==> src/rtl/cfgport_pkg.sv <==
package cfgport_pkg;
  localparam logic [7:0] KEY_OPEN   = 8'h87;
  localparam logic [7:0] KEY_CLOSE  = 8'hAA;
  localparam logic [7:0] REG_DEVSEL = 8'h07;
  localparam logic [7:0] REG_IDENT  = 8'h20;
  localparam logic [7:0] REG_WDTIME = 8'hF6;
  localparam logic [7:0] DEV_WDOG   = 8'h08;
  localparam logic [7:0] IDENT_VAL  = 8'hB0;
  localparam logic [7:0] IDLE_BYTE  = 8'hFF;
  localparam logic [15:0] BASE_LO   = 16'h002E;
  localparam logic [15:0] BASE_HI   = 16'h004E;
endpackage

==> src/rtl/cfg_keylock.sv <==
module cfg_keylock
  import cfgport_pkg::*;
(
  input  logic       clk,
  input  logic       rst,
  input  logic       idx_wr,
  input  logic [7:0] wdata,
  output logic       open_q
);
  logic half_key;

  always_ff @(posedge clk) begin
    if (rst) begin
      open_q   <= 1'b0;
      half_key <= 1'b0;
    end else if (idx_wr) begin
      if (open_q) begin
        if (wdata == KEY_CLOSE) open_q <= 1'b0;
        half_key <= 1'b0;
      end else if (wdata == KEY_OPEN) begin
        if (half_key) begin
          open_q   <= 1'b1;
          half_key <= 1'b0;
        end else begin
          half_key <= 1'b1;
        end
      end else begin
        half_key <= 1'b0;
      end
    end
  end
endmodule

==> src/rtl/wdog_timer.sv <==
module wdog_timer #(
  parameter int TICK_CYCLES = 33_000_000,
  parameter int RST_CYCLES  = 16
) (
  input  logic       clk,
  input  logic       rst,
  input  logic       load,
  input  logic [7:0] load_val,
  output logic [7:0] count,
  output logic       pulse,
  output logic       expired
);
  localparam int PW  = (TICK_CYCLES > 1) ? $clog2(TICK_CYCLES) : 1;
  localparam int CW  = $clog2(RST_CYCLES + 1);
  localparam logic [PW-1:0] PRE_LAST = PW'(TICK_CYCLES - 1);
  localparam logic [CW-1:0] PULSE_LEN = CW'(RST_CYCLES);

  logic [PW-1:0] pre_q;
  logic [CW-1:0] left_q;

  always_ff @(posedge clk) begin
    if (rst) begin
      count   <= '0;
      pre_q   <= '0;
      left_q  <= '0;
      expired <= 1'b0;
    end else begin
      if (left_q != '0) left_q <= left_q - 1'b1;
      if (load) begin
        count <= load_val;
        pre_q <= '0;
      end else if (count != 8'd0) begin
        if (pre_q == PRE_LAST) begin
          pre_q <= '0;
          count <= count - 8'd1;
          if (count == 8'd1) begin
            left_q  <= PULSE_LEN;
            expired <= 1'b1;
          end
        end else begin
          pre_q <= pre_q + 1'b1;
        end
      end
    end
  end

  assign pulse = (left_q != '0);
endmodule

==> src/rtl/cfgport_wdog.sv <==
module cfgport_wdog
  import cfgport_pkg::*;
#(
  parameter int ADDR_W      = 16,
  parameter int TICK_CYCLES = 33_000_000,
  parameter int RST_CYCLES  = 16
) (
  input  logic              clk,
  input  logic              rst,
  input  logic              base_sel,
  input  logic [ADDR_W-1:0] bus_addr,
  input  logic              bus_wr,
  input  logic              bus_rd,
  input  logic [7:0]        bus_wdata,
  output logic [7:0]        bus_rdata,
  output logic              wdt_rst,
  output logic              timeout_flag
);
  localparam logic [ADDR_W-1:0] IDX_LO = ADDR_W'(BASE_LO);
  localparam logic [ADDR_W-1:0] IDX_HI = ADDR_W'(BASE_HI);

  logic [ADDR_W-1:0] idx_addr;
  logic              hit_idx, hit_dat, unlocked;
  logic [7:0]        index_q, ldn_q, rd_val, wd_count;
  logic              wd_load;

  assign idx_addr = base_sel ? IDX_HI : IDX_LO;
  assign hit_idx  = (bus_addr == idx_addr);
  assign hit_dat  = (bus_addr == idx_addr + 1'b1);

  cfg_keylock u_key (
    .clk    (clk),
    .rst    (rst),
    .idx_wr (bus_wr & hit_idx),
    .wdata  (bus_wdata),
    .open_q (unlocked)
  );

  always_ff @(posedge clk) begin
    if (rst) begin
      index_q <= 8'h00;
      ldn_q   <= 8'h00;
    end else if (bus_wr && unlocked) begin
      if (hit_idx && bus_wdata != KEY_CLOSE) index_q <= bus_wdata;
      if (hit_dat && index_q == REG_DEVSEL) ldn_q <= bus_wdata;
    end
  end

  assign wd_load = bus_wr && unlocked && hit_dat &&
                   index_q == REG_WDTIME && ldn_q == DEV_WDOG;

  wdog_timer #(
    .TICK_CYCLES (TICK_CYCLES),
    .RST_CYCLES  (RST_CYCLES)
  ) u_wdog (
    .clk      (clk),
    .rst      (rst),
    .load     (wd_load),
    .load_val (bus_wdata),
    .count    (wd_count),
    .pulse    (wdt_rst),
    .expired  (timeout_flag)
  );

  always_comb begin
    rd_val = IDLE_BYTE;
    if (unlocked) begin
      if (hit_idx) begin
        rd_val = index_q;
      end else if (hit_dat) begin
        unique case (index_q)
          REG_DEVSEL: rd_val = ldn_q;
          REG_IDENT:  rd_val = IDENT_VAL;
          REG_WDTIME: rd_val = (ldn_q == DEV_WDOG) ? wd_count : IDLE_BYTE;
          default:    rd_val = IDLE_BYTE;
        endcase
      end
    end
  end

  always_ff @(posedge clk) begin
    if (rst)         bus_rdata <= IDLE_BYTE;
    else if (bus_rd) bus_rdata <= rd_val;
    else             bus_rdata <= IDLE_BYTE;
  end
endmodule

==> config.mk <==
export PLATFORM = sky130hd
export DESIGN_NAME = cfgport_wdog
export DESIGN_NICKNAME = d
export VERILOG_FILES = /design/src/rtl/cfgport_pkg.sv /design/src/rtl/cfg_keylock.sv /design/src/rtl/wdog_timer.sv /design/src/rtl/cfgport_wdog.sv
export SDC_FILE = /design/constraint.sdc
export NUM_CORES = 1
export LEC_CHECK = 0
export ABC_AREA = 1
export BUFFER_PORTS_ARGS = -buffer_cell sky130_fd_sc_hd__buf_2
export CAP_MARGIN = 15
export CORE_ASPECT_RATIO = 0.8
export CORE_MARGIN = 1.5
export CORE_UTILIZATION = 59
export DETAILED_ROUTE_END_ITERATION = 8
export GPL_TIMING_DRIVEN = 1
export HOLD_SLACK_MARGIN = 0.03
export PLACE_DENSITY = 0.8
export RECOVER_POWER = 50
export SLEW_MARGIN = 5
export SYNTH_ARGS = -nofsm -noshare
export SYNTH_HDL_FRONTEND = slang
export SYNTH_SLANG_ARGS = --single-unit
==> constraint.sdc <==
create_clock -name clk -period 1.9 [get_ports clk]
set_clock_uncertainty 0.1 [all_clocks]
set_input_delay 0.57 -clock clk [delete_from_list [all_inputs] [get_ports clk]]
set_output_delay 0.57 -clock clk [all_outputs]
set_load 0.005 [all_outputs]
==> metrics list, run 1 <==
- Final net count: about 680
* Worst Setup Slack, final: -54.9 ps
* Number of H-tree levels: 3
- Clock slew at reported path FFs: 80 ps
* Power density over cell area: 712 nW/um2
- Total die area: 7000 um2
- Input and output buffers added on the ports amount to 38.
- Worst r2r src: index_q[5]$_SDFFE_PP0P_
* Capturing element type of the critical path: output pin
* Count of final max-slew check failures: 0
- Number of antenna violations at the first check in global routing: 0
- Actual slew at the worst max-slew pin: 364 ps
- Combined area of all synthesized cells: 3840 um2
- Routability congestion estimate: 0.924
- The count of nets left with antenna violations once routing finished came out at 0.
* Commonest register cell after synthesis: sky130_fd_sc_hd__dfxtp_1
- Share of the clock period used by the worst path: 103%
- Counting the buffers created by CTS gives 9.
- Synthesized instance count: between 500 and 600
- The wire-length estimate of the detail-placed layout is 7.37 mm.
* Hold Buf Count CTS: 0
* Vias after detailed routing: approximately 3900
- Overall power consumption: 3280 uW
* Yosys Warn Count: 0
* Number of enable-type register cells in the synthesized netlist: 0
* Reg2reg end: u_wdog.count[3]$_SDFFE_PP0P_
- Startpoint of the tightest hold check path: u_wdog.left_q[4]$_SDFF_PP0_
- For this design the top-level I/O count stands at 39.
* Worst-case register-to-register setup slack: 80 ps
- Global-route wire length before repair: ~16 mm
- Vert. Die Dim: around 75 um
- Fraction of registers with async set/reset: 0%
* Number of sinks driven by the clock tree: 65
* IR Drop Worst-Case VDD: between 400 and 500 uV
* RSZ-0062 raised after global routing: yes
- Counting the fill cells in the layout gives 506.
* Arrival time at the worst endpoint: 1280 ps
* Static leakage: 0.00198 uW
- Number of maximum-capacitance constraint violations: 0
- After the first detailed-routing iteration, the DRC count stood at 330.
- In this run the tightest slew margin relative to its limit is 75.5%.
* Clock tree from TritonCTS: done
- Maximum clock path buffer count: 2
* Fraction of the yosys area taken by sequential cells: 33.9%
- The core region is 6340 um2.
* Syn_area_per_cell: a little under 7 um2
- Setup violations remaining at the end of the flow were counted as 1.
- In this run the clock root is driven by a sky130_fd_sc_hd__clkbuf_8.
- Of the cells placed in the final design, the portion with a size suffix greater than 1 is 22.3%.
- The number of global-route vias before repair is 3364.
* Failing checks: setup timing
* Most common cell after layout, fill and taps aside: sky130_fd_sc_hd__nand2_1
- After detailed routing, the number of remaining DRC violations is 0.
- Post-Layout Inst Area: about 4600 um2
- Max FO, Critical Path: 2
* Routed wire length per instance: 13.2 um
* Outcome: finished with violations
- The first detailed-routing pass ran for 5 iterations.
* Most frequent cells in the layout: 114 x sky130_fd_sc_hd__nand2_1, 88 x sky130_fd_sc_hd__nor2_1, 76 x sky130_fd_sc_hd__inv_1
- Final min period: around 2000 ps
- Crit Path Category: register to output pin
- Based on the critical path, the design can be clocked at up to 512 MHz.
* Min Hold Slack: 367 ps
* Diodes inserted: 0
- Summing all multi-input logic gate instances after layout gives 2170 um2.
* Path type of the worst min-delay path: register to register
- The floorplan step set the die width to 93.2 um.
- For the worst flop-to-flop path, the logic depth is 9.
- Growth of design area from synthesis to finish: 20.1%
- Summed over all layers, the global routing overflow is 0.
- The worst setup path is launched from a register.
* Net count of the mapped netlist: between 500 and 600
* Number of vias per cell after detailed routing: approximately 5.3
- After synthesis, the netlist uses 37 different library cells.
* Total routing resource utilization after global routing: 29.5%
* Final Hold Fails: 0
- In this run the worst setup path terminates at wdt_rst.
- Total detailed-routing wirelength: 9.67 mm
- Counting flops and latches in the post-synthesis netlist gives 65.
- For this configuration, the core starts out at a cell density of 60.5%.
* Area of placed instances: 4340 um2
- In the final layout, flip-flops and latches occupy approximately 1300 um2.
- Worst slack after detailed placement: -114 ps
* Worst-Skew Late Latency: roughly 360 ps
- CP startpoint: u_wdog.left_q[0]$_SDFF_PP0_
- Data required time at the worst endpoint: 1230 ps
* Rows: 26
* Largest net degree at the start of global routing: 19
-- worst min-delay path by stage --
stage | end | cells past startpoint | slack (ps)
floorplan | u_wdog.left_q[4]$_SDFF_PP0_ | 2 | 330
global placement | u_wdog.left_q[4]$_SDFF_PP0_ | 2 | 350
detailed placement | u_wdog.left_q[4]$_SDFF_PP0_ | 2 | 350
CTS | u_wdog.count[1]$_SDFFE_PP0P_ | 2 | 360
global route | u_wdog.count[1]$_SDFFE_PP0P_ | 2 | 390
finish | u_wdog.left_q[4]$_SDFF_PP0_ | 2 | 370
-- through the flow --
step                instances  util (%)  setup TNS [ps]
CTS                       727      72.8           -91.3
global route              731      72.7            -890
finish                    731      72.7           -54.9
global placement          707      68.4            -409
floorplan                 565         -               0
detailed placement        707      68.4           -2730
-- flip-flops by register name, indices dropped and copies added (netlist names) --
signal          cells
bus_rdata           8
u_wdog.count        8
u_wdog.left_q       5
u_wdog.pre_q       25
u_wdog.expired      1
ldn_q               8
u_key.open_q        1
u_key.half_key      1
index_q             8
-- cell families after synthesis --
kind of cell | count (synthesis) | share of synthesized area, %
flip-flops | 65 | 33.9
AND/OR/NAND/NOR | 322 | 42.3
XOR/XNOR | 16 | 3.65
AO/OA/AOI/OAI | 66 | 9.22
buffers and inverters | 92 | 9.58
adder cells (fa/ha/maj) | 4 | 1.30
-- power by group --
group	internal (uW)	leakage, uW	total (uW)	switching, uW
registers	1410	0.000527	1430	26.9
logic	293	0.00135	528	235
clock network	743	0.000103	1320	579
-- area by class of cell --
| class | count | share of cell area [%] |
|---|---|---|
| sequential | 65 | 28.4 |
| tap | 84 | 2.28 |
| timing repair buffer | 74 | 10.6 |
| clock inverter | 6 | 2.01 |
| multi-input combinational | 408 | 47.2 |
| inverter | 84 | 6.84 |
| clock buffer | 10 | 2.77 |
-- cells in the mapped netlist (2+ instances only) --
cell type	n	area share [%]
sky130_fd_sc_hd__nor2_2	17	2.8
sky130_fd_sc_hd__nand3_1	35	4.6
sky130_fd_sc_hd__nand3_2	5	1.3
sky130_fd_sc_hd__xor2_1	12	2.7
sky130_fd_sc_hd__o2111ai_1	5	1.1
sky130_fd_sc_hd__dfxtp_1	65	34
sky130_fd_sc_hd__clkbuf_1	2	0.20
sky130_fd_sc_hd__nor2_1	89	8.7
sky130_fd_sc_hd__o22ai_1	2	0.33
sky130_fd_sc_hd__nor2_4	8	2.3
sky130_fd_sc_hd__a21oi_1	15	2.0
sky130_fd_sc_hd__nor3_1	14	1.8
sky130_fd_sc_hd__nand4_1	14	2.3
sky130_fd_sc_hd__clkinv_1	2	0.20
sky130_fd_sc_hd__o21ai_0	38	5.0
sky130_fd_sc_hd__inv_2	3	0.29
sky130_fd_sc_hd__o21ai_1	5	0.65
sky130_fd_sc_hd__inv_1	79	7.7
sky130_fd_sc_hd__or2_2	3	0.49
sky130_fd_sc_hd__ha_1	4	1.3
sky130_fd_sc_hd__nand2_2	5	0.81
sky130_fd_sc_hd__nand3_4	5	2.3
sky130_fd_sc_hd__buf_2	3	0.39
sky130_fd_sc_hd__nand2_1	115	11
sky130_fd_sc_hd__nor4_1	2	0.33
sky130_fd_sc_hd__nor3b_1	3	0.59
sky130_fd_sc_hd__xnor2_1	4	0.91
sky130_fd_sc_hd__nor2_8	2	1.0
-- critical path, cell delays in order (launching register included) --
cell                      delay (ps)
sky130_fd_sc_hd__dfxtp_2         330
sky130_fd_sc_hd__inv_2            70
sky130_fd_sc_hd__ha_4            130
sky130_fd_sc_hd__nand2_2          50
sky130_fd_sc_hd__or2_4           240
sky130_fd_sc_hd__buf_6           110
-- per-layer routing --
layer  up-vias  track usage (%)  part of all wire, %
met2       161             42.7                   42
met5         -                0                    0
met1      1713             42.1                   48
met4         0             10.3                  1.7
li1       1960                -                    -
met3        20             8.28                  8.7
-- what timing repair did --
item                                    CTS  global route
pin swaps                                 2             3
gates resized for setup                   9            11
endpoints found under the setup margin    1            24
setup buffers                             4             4
(Power assumes the default switching activity.)
==> run 2, diff against run 1 <==
--- a/config.mk
+++ b/config.mk
@@ -10,11 +10,10 @@
 export CAP_MARGIN = 15
 export CORE_ASPECT_RATIO = 0.8
 export CORE_MARGIN = 1.5
-export CORE_UTILIZATION = 59
+export CORE_UTILIZATION = 30
 export DETAILED_ROUTE_END_ITERATION = 8
 export GPL_TIMING_DRIVEN = 1
 export HOLD_SLACK_MARGIN = 0.03
-export PLACE_DENSITY = 0.8
 export RECOVER_POWER = 50
 export SLEW_MARGIN = 5
 export SYNTH_ARGS = -nofsm -noshare
==> metrics list, run 2 (synthesis results as in run 1) <==
- Area of the core region: 12300 um2 (+95%)
- Number of vias per cell after detailed routing: 4.64 (-12%)
- Most common cell after layout, fill and taps aside: sky130_fd_sc_hd__nand2_1
- The number of violations of the max-capacitance limit came to 0 (unchanged).
* Largest net degree at the start of global routing: 28 (+9)
- Number of sinks driven by the clock tree: 65 (unchanged)
- The initial antenna violation count was 0 (unchanged).
- The top fanout value on the critical path is 2 (unchanged).
* Vert. Die Dim: 104 um (+39%)
- The filler cell count in the final layout was 1286 (+150%).
- The transition time at the pin with the least slew margin is 431 ps (+67.7 ps).
- Antenna Violating Nets Remaining: 0 (unchanged)
- Fmax: 514 MHz (+0.55%)
* Power density over cell area: 766 nW/um2 (+7.6%)
- Sum of net half-perimeters after detailed placement: 7.57 mm (+2.7%)
* Crit Path Category: register to output pin
- Arrival time at the worst endpoint: 1270 ps (about the same)
- The run finished, with violations left.
- Final Hold Fails: 0 (unchanged)
* Worst-Skew Late Latency: 330 ps (-30 ps)
- Initial detailed-routing violation count: 240 (-27%)
* Worst Setup Slack, final: -44.1 ps (+10.8 ps)
* Number of setup violations in the final report: 1 (unchanged)
- Ranked by flip-flop count, first place goes to u_wdog.pre_q.
- STA classifies the critical path startpoint as a register.
- The number of buffers added to fix hold violations after cts came to 0 (unchanged).
- Relative max-transition margin: 71.1% (-4.4 points)
- The die width came to 129 um (+39%).
* Share of the clock period used by the worst path: 102% (-0.57 points)
- Most frequent cells in the layout: 114 x sky130_fd_sc_hd__nand2_1, 84 x sky130_fd_sc_hd__nor2_1, 78 x sky130_fd_sc_hd__inv_1
- The total count of max-transition violations in the final report came to 0 (unchanged).
- Maximum clock path buffer count: 2 (unchanged)
* Worst path slowest cell: sky130_fd_sc_hd__dfxtp_2
- Number of H-tree levels: 3 (unchanged)
* Via count of the first global-routing pass: 3457 (+2.8%)
* Post-Layout Inst Area: 4860 um2 (+5.3%)
- Ratio of cells with drive above 1 in the final layout: 23.0% (+0.72 points)
- The min-delay analysis places its worst path in the category register to register.
- The die footprint is 13500 um2 (+93%).
* IR Drop Worst-Case VDD: 393 uV (-4.4%)
* Static leakage: 0.00202 uW (+2.1%)
* Clock tree from TritonCTS: done
- Routed wire length per instance: 12.2 um (-7.7%)
- The port buffer count was 38 (unchanged).
- The antenna diode count was 0 (unchanged).
- The post-layout minimum cycle time is 1940 ps (-10.8 ps).
* Rows: 36 (+38%)
- Series of cell instances along the critical path: inv_2 -> ha_4 -> nand2_4 -> or2_4 -> buf_6
- The worst-case hold slack is 367 ps (-0.701 ps).
- The final net count came to 673 (-0.30%).
- CTS placed an instance of sky130_fd_sc_hd__clkbuf_16 at the clock tree root.
* Clock slew at reported path FFs: 60 ps (-20 ps)
- Total routing resource utilization after global routing: 15.5% (-14 points)
- CP peak stage delay: 320 ps (about the same)
- Vias after detailed routing: 3782 (-1.9%)
- The wire length reported by the detailed router came to 9.95 mm (+2.9%).
- I/O pins: 39 (unchanged)
- The worst path required time is 1230 ps (about the same).
- The first-pass GRT wire length came to 16.6 mm (+4.8%).
- The setup TNS after final layout came to -44.1 ps (+10.8 ps).
- The total iterations of the first detailed-routing run came to 4 (-1).
- The total grt overflow was 0 (unchanged).
- Compared with the post-synthesis result, the final layout area differs by 26.5%.
- The TritonCTS buffer count came to 9 (unchanged).
* Seq. cell area: 1310 um2 (about the same)
- Capturing element type of the critical path: output pin
* Area of placed instances: 4410 um2 (+1.6%)
* Routability congestion estimate: 0.860 (-6.9%)
* Failing checks: setup timing
- Remaining design rule violation count: 0 (unchanged)
- Setup repair after global routing could not meet its margin everywhere.
- The initial core utilization is 31.1% (-29 points).
* Largest register FFs: 25 (unchanged)
- The multi-input combinational cell area is 2250 um2 (+3.5%).
## run 2: cell count changes in the layout (fill, tap and decap cells not counted), sizes merged
cell,before,now
clkinvlp,2,3
clkbuf,18,17
clkinv,4,2
bufinv,2,1
## run 2: power by group
group / internal [uW] / switching (uW) / leakage, uW
logic: 336 / 254 / 0.00136
clock network: 1080 / 607 / 0.000140
registers: 1410 / 35.3 / 0.000526
## run 2: path summary, 6_finish.rpt
path / depth (start not counted) / slack [ps] / startpoint / end
worst max-delay path: 5 / -40 / u_wdog.left_q[0]$_SDFF_PP0_ / wdt_rst
worst min-delay path: 2 / 370 / u_wdog.expired$_SDFFE_PP0P_ / u_wdog.expired$_SDFFE_PP0P_
worst max register to register: 9 / 150 / u_wdog.pre_q[1]$_SDFFE_PP0N_ / u_wdog.pre_q[16]$_SDFFE_PP0N_
worst min register to register: 2 / 370 / u_wdog.expired$_SDFFE_PP0P_ / u_wdog.expired$_SDFFE_PP0P_
## run 2: cell type report
cell class,instances,share of cell area (%)
well taps,171,4.41
inverters,84,6.49
repair buffers,72,9.59
flip-flops and latches,65,26.9
multi-input cells,408,46.3
clock buffers,11,5.20
clock inverters,4,1.08
## run 2: critical path: cells and delay by family, from the launching register on
family / cells / cell delay [ps]
buffers and inverters: 2 / 190
AND/OR/NAND/NOR: 2 / 270
flip-flops: 1 / 320
adder cells (fa/ha/maj): 1 / 150
## run 2: per-stage QoR
stage                     std cells  util [%]  worst slack, ps  power [uW]
after global routing            815      39.3            -83.0        3870
final                           815      39.3            -44.1        3720
after global placement          792      35.7             -117        1800
after detailed placement        792      35.7             -178        1810
after CTS                       812      38.8            -39.6        3650
after floorplan                 565         -              138        1690
## run 2: metal layers
layer,vias up,global-route usage [%],part of all wire (%),routed length [um]
li1,1959,-,-,-
met1,1725,23.1,51,5030
met2,85,22.0,43,4260
met3,13,2.52,5.0,502
met4,0,5.79,1.6,161
met5,-,0,0,0
## run 2: repair_timing
action	4_1_cts	5_1_grt
resized for setup	10	17
setup buffers	5	3
pin swaps	3	6
endpoints found under the setup margin	2	31
